--- src/rtl/hs_stat_pkg.sv ---
package hs_stat_pkg;
    localparam int STS_W  = 8;
    localparam int BS_W   = 2;
    localparam int NFLG   = 5;

    // status bit positions
    localparam int B_RIF  = 7;
    localparam int B_WIF  = 6;
    localparam int B_HOLD = 5;
    localparam int B_RACK = 4;
    localparam int B_ARB  = 3;
    localparam int B_BERR = 2;

    // flag bank indices
    localparam int F_RIF  = 0;
    localparam int F_WIF  = 1;
    localparam int F_HOLD = 2;
    localparam int F_ARB  = 3;
    localparam int F_BERR = 4;

    // flags whose clear also comes from data/command accesses
    localparam logic [NFLG-1:0] SIDE_MASK = 5'b01111;

    localparam logic [BS_W-1:0] BS_FORCE_CODE = 2'b01;

    typedef enum logic [BS_W-1:0] {
        BS_UNKNOWN = 2'd0,
        BS_IDLE    = 2'd1,
        BS_OWNER   = 2'd2,
        BS_BUSY    = 2'd3
    } bus_st_e;
endpackage

--- src/rtl/hs_flag_bank.sv ---
module hs_flag_bank #(
    parameter int              N         = 5,
    parameter logic [N-1:0]    WIDE_MASK = '1
) (
    input  logic         clk,
    input  logic         rst_n,
    input  logic [N-1:0] set_ev,
    input  logic [N-1:0] w1c,
    input  logic         narrow_clr,
    input  logic         wide_clr,
    output logic [N-1:0] q
);
    for (genvar i = 0; i < N; i++) begin : g_flag
        logic clr;
        if (WIDE_MASK[i]) begin : g_wide
            assign clr = w1c[i] | narrow_clr | wide_clr;
        end else begin : g_narrow
            assign clr = w1c[i] | narrow_clr;
        end

        always_ff @(posedge clk or negedge rst_n) begin
            if (!rst_n)
                q[i] <= 1'b0;
            else if (set_ev[i])
                q[i] <= 1'b1;
            else if (clr)
                q[i] <= 1'b0;
        end
    end
endmodule

--- src/rtl/hs_ack_capture.sv ---
module hs_ack_capture (
    input  logic clk,
    input  logic rst_n,
    input  logic ack_valid,
    input  logic ack_bit,
    output logic nack_q
);
    always_ff @(posedge clk or negedge rst_n) begin
        if (!rst_n)
            nack_q <= 1'b0;
        else if (ack_valid)
            nack_q <= ack_bit;
    end
endmodule

--- src/rtl/hs_bus_state_fsm.sv ---
module hs_bus_state_fsm
    import hs_stat_pkg::*;
(
    input  logic            clk,
    input  logic            rst_n,
    input  logic            bs_upd,
    input  logic [BS_W-1:0] bs_val,
    input  logic            force_req,
    output logic [BS_W-1:0] bus_state
);
    bus_st_e state_q, state_d;

    always_ff @(posedge clk or negedge rst_n) begin
        if (!rst_n)
            state_q <= BS_UNKNOWN;
        else
            state_q <= state_d;
    end

    always_comb begin
        state_d = state_q;
        unique case (state_q)
            BS_IDLE: begin
                if (bs_upd)
                    state_d = bus_st_e'(bs_val);      // LOAD
            end
            BS_UNKNOWN, BS_OWNER, BS_BUSY: begin
                if (bs_upd)
                    state_d = bus_st_e'(bs_val);      // LOAD
                else if (force_req)
                    state_d = BS_IDLE;                // FORCE_IDLE
            end
            default: state_d = BS_UNKNOWN;
        endcase
    end

    always_comb begin
        bus_state = state_q;
    end
endmodule

--- src/rtl/i2c_host_status.sv ---
module i2c_host_status
    import hs_stat_pkg::*;
(
    input  logic             clk,
    input  logic             rst_n,
    input  logic             ev_rd_done,
    input  logic             ev_wr_done,
    input  logic             ev_clk_hold,
    input  logic             ack_valid,
    input  logic             ack_bit,
    input  logic             ev_arb_lost,
    input  logic             ev_bus_err,
    input  logic             bs_upd,
    input  logic [1:0]       bs_val,
    input  logic             sts_wr,
    input  logic [7:0]       sts_wdata,
    input  logic             adr_wr,
    input  logic             dat_rd,
    input  logic             dat_wr,
    input  logic             cmd_wr,
    input  logic             rd_irq_en,
    input  logic             wr_irq_en,
    output logic [7:0]       sts_rdata,
    output logic             rd_irq,
    output logic             wr_irq
);
    logic [NFLG-1:0] set_ev, w1c, flg;
    logic            nack_q;
    logic [BS_W-1:0] bus_state;
    logic            force_req;

    always_comb begin
        set_ev         = '0;
        set_ev[F_RIF]  = ev_rd_done;
        set_ev[F_WIF]  = ev_wr_done;
        set_ev[F_HOLD] = ev_clk_hold;
        set_ev[F_ARB]  = ev_arb_lost;
        set_ev[F_BERR] = ev_bus_err;

        w1c            = '0;
        w1c[F_RIF]     = sts_wr & sts_wdata[B_RIF];
        w1c[F_WIF]     = sts_wr & sts_wdata[B_WIF];
        w1c[F_HOLD]    = sts_wr & sts_wdata[B_HOLD];
        w1c[F_ARB]     = sts_wr & sts_wdata[B_ARB];
        w1c[F_BERR]    = sts_wr & sts_wdata[B_BERR];
    end

    assign force_req = sts_wr & (sts_wdata[BS_W-1:0] == BS_FORCE_CODE);

    hs_flag_bank #(
        .N         (NFLG),
        .WIDE_MASK (SIDE_MASK)
    ) u_flags (
        .clk        (clk),
        .rst_n      (rst_n),
        .set_ev     (set_ev),
        .w1c        (w1c),
        .narrow_clr (adr_wr),
        .wide_clr   (dat_rd | dat_wr | cmd_wr),
        .q          (flg)
    );

    hs_ack_capture u_ack (
        .clk       (clk),
        .rst_n     (rst_n),
        .ack_valid (ack_valid),
        .ack_bit   (ack_bit),
        .nack_q    (nack_q)
    );

    hs_bus_state_fsm u_bs (
        .clk       (clk),
        .rst_n     (rst_n),
        .bs_upd    (bs_upd),
        .bs_val    (bs_val),
        .force_req (force_req),
        .bus_state (bus_state)
    );

    always_comb begin
        sts_rdata               = '0;
        sts_rdata[B_RIF]        = flg[F_RIF];
        sts_rdata[B_WIF]        = flg[F_WIF];
        sts_rdata[B_HOLD]       = flg[F_HOLD];
        sts_rdata[B_RACK]       = nack_q;
        sts_rdata[B_ARB]        = flg[F_ARB];
        sts_rdata[B_BERR]       = flg[F_BERR];
        sts_rdata[BS_W-1:0]     = bus_state;
    end

    assign rd_irq = flg[F_RIF] & rd_irq_en;
    assign wr_irq = flg[F_WIF] & wr_irq_en;
endmodule

--- config.mk ---
export PLATFORM = sky130hd
export DESIGN_NAME = i2c_host_status
export DESIGN_NICKNAME = d
export VERILOG_FILES = /design/src/rtl/hs_stat_pkg.sv /design/src/rtl/hs_flag_bank.sv /design/src/rtl/hs_ack_capture.sv /design/src/rtl/hs_bus_state_fsm.sv /design/src/rtl/i2c_host_status.sv
export SDC_FILE = /design/constraint.sdc
export NUM_CORES = 1
export LEC_CHECK = 0
export ABC_AREA = 0
export CORE_AREA = 2 2 39 41
export CTS_BUF_LIST = sky130_fd_sc_hd__clkbuf_4
export DETAILED_ROUTE_END_ITERATION = 16
export DIE_AREA = 0 0 41 43
export PLACE_DENSITY_LB_ADDON = 0.15
export SYNTH_ARGS = -nofsm -noshare
export SYNTH_HDL_FRONTEND = slang
export SYNTH_SLANG_ARGS = --single-unit
export TNS_END_PERCENT = 100
--- constraint.sdc ---
create_clock -name clk -period 1 [get_ports clk]
set_input_delay 0.2 -clock clk [delete_from_list [all_inputs] [get_ports clk]]
set_output_delay 0.2 -clock clk [all_outputs]
set_load 0.02 [all_outputs]
==> summary.txt, run 1 <==
Power
  • PwrDens: approximately 1100 nW/µm²
  • Pwr Total: ~0.84 mW
  • VDD IR max: around 0.00056 V
  • Pleak: around 0.35 nW

Global routing
  • Remaining Overflow, GRT: 0
  • First-pass GRT wire length: about 1.5 mm
  • Maximum number of pins on one net before global-route repair: 9
  • Global Route Usage Sum: between 10% and 20%
  • Initial antenna violation count: 0
  • Vias in the first global route: 340

Detailed routing
  • Vias post-DR: 370
  • Met2 wire len: around 430 µm
  • Wire per inst: 11.19 µm
  • Antenna Violating Nets Remaining: 0
  • Total Routed Length: slightly above 900 µm
  • WL met3: 130 µm
  • Top Layer Used: met4
  • Residual DRC: 0
  • Met1 wire length: about 360 µm
  • 1st-pass router iterations: 1
  • Vias per cell: roughly 4.5
  • Detailed Route Iter0 Violations: 0

STA
  • RSZ-0062 raised after global routing: true
  • Fmax: slightly above 900 MHz
  • Worst Skew: 0 ns
  • Part of the cycle the worst path needs: 110.0%
  • Post-layout worst setup margin: -0.09993 ns
  • Worst-margin pin slew: 0.3553 ns
  • Clock period minus final worst setup slack: 1.100 ns
  • Slew Viols, Final: 0
  • Slew HR: about three quarters
  • Total Neg Setup Slack: -0.1979 ns
  • Final number of hold-violating endpoints: 0
  • # setup viols final: 3

Finish
  • Final std cells w/o fill: between 80 and 90
  • Finished Core Util: about 54%
  • Area grow syn2layout: 109.1%
  • Total Nets Final: 96
  • Fin area: around 750 µm²
  • Share of cells above drive strength 1: between 20% and 30%
  • # diodes: 0

Worst setup path
  • Crit path max fanout: 3
  • CP cell instances: and2_4 -> buf_6
  • Critical path required time: ~0.80 ns
  • CP Launch Type: flip-flop
  • Crit-path slowest cell: dfrtp_1
  • R2r startpoint: u_bs.bus_state[1]
  • R2R depth: 2
  • WS Path Type: reg -> out
  • CP Capture Type: output pin
  • Worst EP arrival: 0.90 ns
  • RR Endpoint: u_bs.bus_state[1]
  • Critical path's largest stage delay: 0.39 ns
  • R2r setup slk: ~0.18 ns

Placed design
  • Hpwl dp: around 740 µm
  • Cell Area, Placed: about 700 µm²
  • Port Buffers: 35
  • Final RePlAce weighted congestion: 0.6197
  • Dpl cells: 80

Yosys
  • Synth Cell Area: around 360 µm²
  • Top cells by count, synth: 8 x dfrtp_1, 5 x nand2_1, 4 x a31o_1
  • Register area share after synthesis: 56.14%
  • Synth async-reset ratio: 100.0%
  • Cell taking the most area after synthesis: dfrtp_1
  • Warnings from Yosys: 0
  • Post-synth top area share: a little under three fifths
  • Synth Flop Type: dfrtp_1
  • Syn nets: between 50 and 60
  • Post-synth EDFFs: 0
  • Synthesized instance count: 30
  • Avg Inst Size Synth: 11.89 µm²
  • Area contributors post-synth: dfrtp_1 56%, a31o_1 9.8%, nor4_4 6.0%
  • Yosys cell types: 14
  • Most common cell in the synthesized netlist: dfrtp_1
  • Yosys reg bits: 8

CTS
  • TritonCTS Sinks: 8
  • Hold Buf Count CTS: 0
  • Clock transition at the registers of the reported paths: about 0.05 ns
  • Max Buffers Root-to-Sink: 2
  • H-tree levels: 1
  • Clock Tree Root: clkbuf_4
  • CTS tree: yes
  • Worst skew pair latency: 0.24 ns
  • Cts bufs inserted: 3

Floorplan
  • Chip height: roughly 43 µm
  • Die outline width: 41 µm
  • Row count: 14
  • Starting Density: between 20% and 30%
  • Die area: roughly 1800 µm²
  • I/O pin count: 37
  • Core area: between 1000 and 1500 µm²

Status
  • Outcome: finished, violations left
  • Failing checks: setup timing

Flow run
  • Max-cap violations: 0

Min path
  • Worst Hold Class: in -> async
-- cells in the final DEF (no fill, tap or decap) --
cell,n
a21oi_1,1
clkbuf_4,3
nor2b_1,2
dlymetal6s2s_1,3
nand3b_1,1
and2_4,2
dfrtp_1,8
a31o_2,1
nor4_4,1
nand2_1,5
mux2_2,1
nor2_1,1
dlygate4sd2_1,2
a31o_1,4
buf_6,7
inv_1,1
a22o_1,1
clkdlybuf4s50_1,20
buf_2,3
-- worst max-delay path, delay by kind of cell, from the launching register on --
| kind | cells | cell delay (ns) |
|---|---|---|
| flops | 1 | 0.39 |
| buf+inv | 1 | 0.12 |
| simple gates | 1 | 0.14 |
-- worst max-delay path by stage --
stage	from	to	slack [ns]
6_report	u_flags.q[0]	rd_irq	-0.1
2_1_floorplan	u_flags.q[0]	rd_irq	0.1
3_5_place_dp	rd_irq_en	rd_irq	-0.56
4_1_cts	u_flags.q[1]	wr_irq	-0.11
3_3_place_gp	rd_irq_en	rd_irq	-0.54
5_1_grt	u_flags.q[1]	wr_irq	-0.13
-- sequential cells by signal (all words and copies together), names as in the netlist --
| name | count |
|---|---|
| u_flags.q | 5 |
| u_bs.bus_state | 2 |
| u_ack.nack_q | 1 |
-- logic make-up after synthesis --
group                  after synthesis  synth area share (%)
flip-flops                           8                 56.14
buffers and inverters                2                 3.158
multiplexers                         1                 3.158
AO/OA/AOI/OAI                        7                 16.14
AND/OR/NAND/NOR                     12                 21.40
-- per-stage QoR --
step | hold WS, ns | setup WS, ns
finish | 0.2254 | -0.09993
global route | 0.2564 | -0.1346
CTS | 0.2363 | -0.1128
detailed placement | 0.4913 | -0.5621
global placement | 0.4835 | -0.5441
floorplan | -0.09559 | 0.09514
-- power by group --
part	internal, mW	switching [mW]	total, mW
Combinational	0.153	0.0875	0.240
Sequential	0.348	0.0155	0.363
Clock	0.137	0.102	0.239
Total	0.638	0.205	0.843
-- final cells by class --
class / count / area (µm²)
fillers: 129 / 638.1
repair buffers: 35 / 349.1
flip-flops and latches: 8 / 200.2
multi-input cells: 20 / 150.1
clock buffers: 3 / 22.52
well taps: 16 / 20.02
inverters: 1 / 3.754
-- layer usage --
layer / GRT usage, % / up-vias
met5: 0 / -
met2: 17.50 / 22
met4: 8.000 / 0
li1: - / 181
met3: 4.188 / 2
met1: 15.56 / 165
-- repair_timing --
item | 4_1_cts | 5_1_grt
hold endpoints to repair | 0 | 0
pin swaps | 4 | 2
resized for setup | 48 | 13
endpoints found under the setup margin | 14 | 15
setup buffers | 0 | 0
Power figures use the tool's default switching activity.
==> run 2, diff against run 1 <==
--- a/config.mk
+++ b/config.mk
@@ -10,6 +10,7 @@
 export CTS_BUF_LIST = sky130_fd_sc_hd__clkbuf_4
 export DETAILED_ROUTE_END_ITERATION = 16
 export DIE_AREA = 0 0 41 43
+export DONT_BUFFER_PORTS = 1
 export PLACE_DENSITY_LB_ADDON = 0.15
 export SYNTH_ARGS = -nofsm -noshare
 export SYNTH_HDL_FRONTEND = slang
==> summary.txt, run 2 (same netlist as run 1, synthesis figures left out) <==
Global routing
  • First-pass GRT wire length: 1.166 mm (was 1.476 mm)
  • Global Route Usage Sum: 10.62% (was 12.46%)
  • Vias in the first global route: 279 (was 340)
  • Maximum number of pins on one net before global-route repair: 9 (unchanged)
  • Remaining Overflow, GRT: 0 (unchanged)
  • Initial antenna violation count: 0 (unchanged)

Power
  • Switching power: 0.1782 mW (was 0.2053 mW)
  • Combinational Power Share: 15.5% (was 28.5%)
  • Pwr Total: 0.7229 mW (was 0.8428 mW)
  • PwrDens: 1574 nW/µm² (was 1130 nW/µm²)
  • VDD IR max: 0.0004003 V (was 0.0005556 V)
  • Pleak: 0.1961 nW (was 0.3450 nW)
  • Int Power: 0.5447 mW (was 0.6376 mW)
  • Sequential share of power: 51.8% (was 43.1%)
  • Sw Ratio: 24.65% (was 24.36%)
  • Clock share of power: 32.7% (was 28.4%)

Status
  • Failing checks: setup timing (unchanged)
  • Outcome: finished, violations left (unchanged)

STA
  • Slew Viols, Final: 0 (unchanged)
  • Total Neg Setup Slack: -0.0002835 ns (was -0.1979 ns)
  • RSZ-0062 raised after global routing: true (unchanged)
  • Worst Skew: 0 ns (unchanged)
  • # setup viols final: 1 (was 3)
  • Post-layout worst setup margin: -0.0002835 ns (was -0.09993 ns)
  • Hold_ws: 0.05851 ns (was 0.2254 ns)
  • Part of the cycle the worst path needs: 100.0% (was 110.0%)
  • Worst-margin pin slew: 0.3748 ns (was 0.3553 ns)
  • Slew HR: 74.93% (was 76.24%)
  • Final number of hold-violating endpoints: 0 (unchanged)
  • Clock period minus final worst setup slack: 1.000 ns (was 1.100 ns)
  • Fmax: 999.7 MHz (was 909.2 MHz)

Worst setup path
  • CP Capture Type: output pin (unchanged)
  • WS Path Type: reg -> out (unchanged)
  • WP buf/inv: 0 (was 1)
  • Setup crit end: wr_irq (was rd_irq)
  • CP Launch Type: flip-flop (unchanged)
  • Critical path's largest stage delay: 0.39 ns (about the same)
  • Critical path required time: 0.80 ns (about the same)
  • Crit-path slowest cell: dfrtp_1 (unchanged)
  • Crit path max fanout: 3 (unchanged)
  • R2R depth: 2 (unchanged)
  • R2r setup slk: 0.20 ns (was 0.18 ns)
  • CP cell instances: and2_4 (was and2_4 -> buf_6)
  • Worst EP arrival: 0.80 ns (was 0.90 ns)
  • R2r startpoint: u_bs.bus_state[1] (unchanged)
  • Delay-heaviest family, CP: flip-flops (unchanged)
  • RR Endpoint: u_bs.bus_state[1] (unchanged)
  • Worst setup path start: u_flags.q[1] (was u_flags.q[0])
  • Worst path depth: 1 (was 2)

CTS
  • CTS tree: yes (unchanged)
  • Clock transition at the registers of the reported paths: 0.05 ns (about the same)
  • Max Buffers Root-to-Sink: 2 (unchanged)
  • TritonCTS Sinks: 8 (unchanged)
  • Cts bufs inserted: 3 (unchanged)
  • Worst skew pair latency: 0.25 ns (was 0.24 ns)
  • Post-CTS setup buffers: 0 (unchanged)
  • H-tree levels: 1 (unchanged)
  • Clock Tree Root: clkbuf_4 (unchanged)

Detailed routing
  • Antenna Violating Nets Remaining: 0 (unchanged)
  • Wire per inst: 14.91 µm (was 11.19 µm)
  • Detailed Route Iter0 Violations: 3 (was 0)
  • Total Routed Length: 805 µm (was 929 µm)
  • Residual DRC: 0 (unchanged)
  • Vias post-DR: 286 (was 370)
  • 1st-pass router iterations: 2 (was 1)
  • Vias per cell: 5.296 (was 4.458)

Finish
  • Commonest non-fill, non-tap cell in the layout: dfrtp_1 (was clkdlybuf4s50_1)
  • Area grow syn2layout: 28.77% (was 109.1%)
  • Flip-flop count of the largest register after layout: 5 (unchanged)
  • Total Nets Final: 67 (was 96)
  • FF/Latch Area: 200.2 µm² (unchanged)
  • Commonest cells after routing, fill and taps aside: 8 x dfrtp_1, 5 x nand2_1, 4 x a31o_1, 4 x buf_6, 3 x clkbuf_4 (was 20 x clkdlybuf4s50_1, 8 x dfrtp_1, 7 x buf_6)
  • # diodes: 0 (unchanged)
  • Finished Core Util: 33.18% (was 53.89%)
  • Largest register by flop count: u_flags.q (unchanged)
  • # fillers: 154 (was 129)
  • Share of cells above drive strength 1: 34.21% (was 26.87%)
  • Multi-input gate area: 150.1 µm² (unchanged)
  • Fin area: 459.2 µm² (was 745.7 µm²)

Floorplan
  • Core area: 1384 µm² (unchanged)
  • I/O pin count: 37 (unchanged)
  • Starting Density: 25.77% (unchanged)
  • Die outline width: 41 µm (unchanged)
  • Die area: 1763 µm² (unchanged)
  • Chip height: 43 µm (unchanged)
  • Row count: 14 (unchanged)

Placed design
  • Final RePlAce weighted congestion: 0.5261 (was 0.6197)
  • Cell Area, Placed: 406.6 µm² (was 719.4 µm²)
  • Port Buffers: 0 (was 35)

Flow run
  • Max-cap violations: 0 (unchanged)

Min path
  • Worst Hold Class: in -> reg (was in -> async)
run 2: cell count changes in the layout (fill, tap and decap cells not counted):
| cell | change |
|---|---|
| buf_2 | -3 |
| dlygate4sd3_1 | +1 |
| buf_4 | +1 |
| dlymetal6s2s_1 | -3 |
| clkdlybuf4s50_1 | -20 |
| dlygate4sd2_1 | -2 |
| buf_6 | -3 |
run 2: cell type report:
class | instances | area share [%]
inverter | 1 | 0.8174
sequential | 8 | 43.60
clock buffer | 3 | 4.905
tap | 16 | 4.360
timing repair buffer | 6 | 13.62
multi-input combinational | 20 | 32.70
run 2: layer usage:
| metal | share of wire [%] | routed length [µm] | global-route usage [%] | vias to the layer above |
|---|---|---|---|---|
| met3 | 14 | 109 | 7.330 | 0 |
| li1 | - | - | - | 125 |
| met1 | 33 | 264 | 9.211 | 139 |
| met2 | 54 | 431 | 16.88 | 22 |
| met5 | 0 | 0 | 0 | - |
| met4 | 0 | 0 | 6.000 | 0 |
run 2: power by group through the flow:
| stage | combinational [mW] | sequential, mW | clock (mW) |
|---|---|---|---|
| 2_1_floorplan | 0.0543 | 0.389 | 0 |
| 3_3_place_gp | 0.0907 | 0.377 | 0 |
| 3_5_place_dp | 0.0927 | 0.378 | 0 |
| 4_1_cts | 0.108 | 0.373 | 0.257 |
| 5_1_grt | 0.122 | 0.377 | 0.273 |
| 6_report | 0.112 | 0.375 | 0.236 |
run 2: through the flow:
stage	instances	setup WS [ns]
2_1_floorplan	30	0.09514
3_3_place_gp	50	0.1994
3_5_place_dp	50	0.1779
4_1_cts	54	-0.01650
5_1_grt	54	-0.03727
6_report	54	-0.0002835
run 2: worst min path at each step:
stage,end,cells after the start,from
final,u_flags.q[4],1,ev_bus_err
after floorplan,u_ack.nack_q,0,rst_n
after global placement,u_bs.bus_state[0],0,rst_n
after global routing,u_flags.q[4],1,ev_bus_err
after detailed placement,u_bs.bus_state[0],0,rst_n
after CTS,u_flags.q[4],1,ev_bus_err
run 2: what timing repair did:
| action | in CTS | in global routing |
|---|---|---|
| hold buffers | 1 | 0 |
| endpoints found under the hold margin | 8 | 0 |
| pin swaps | 2 | 0 |
| gates resized for setup | 5 | 3 |
| endpoints found under the setup margin | 4 | 7 |
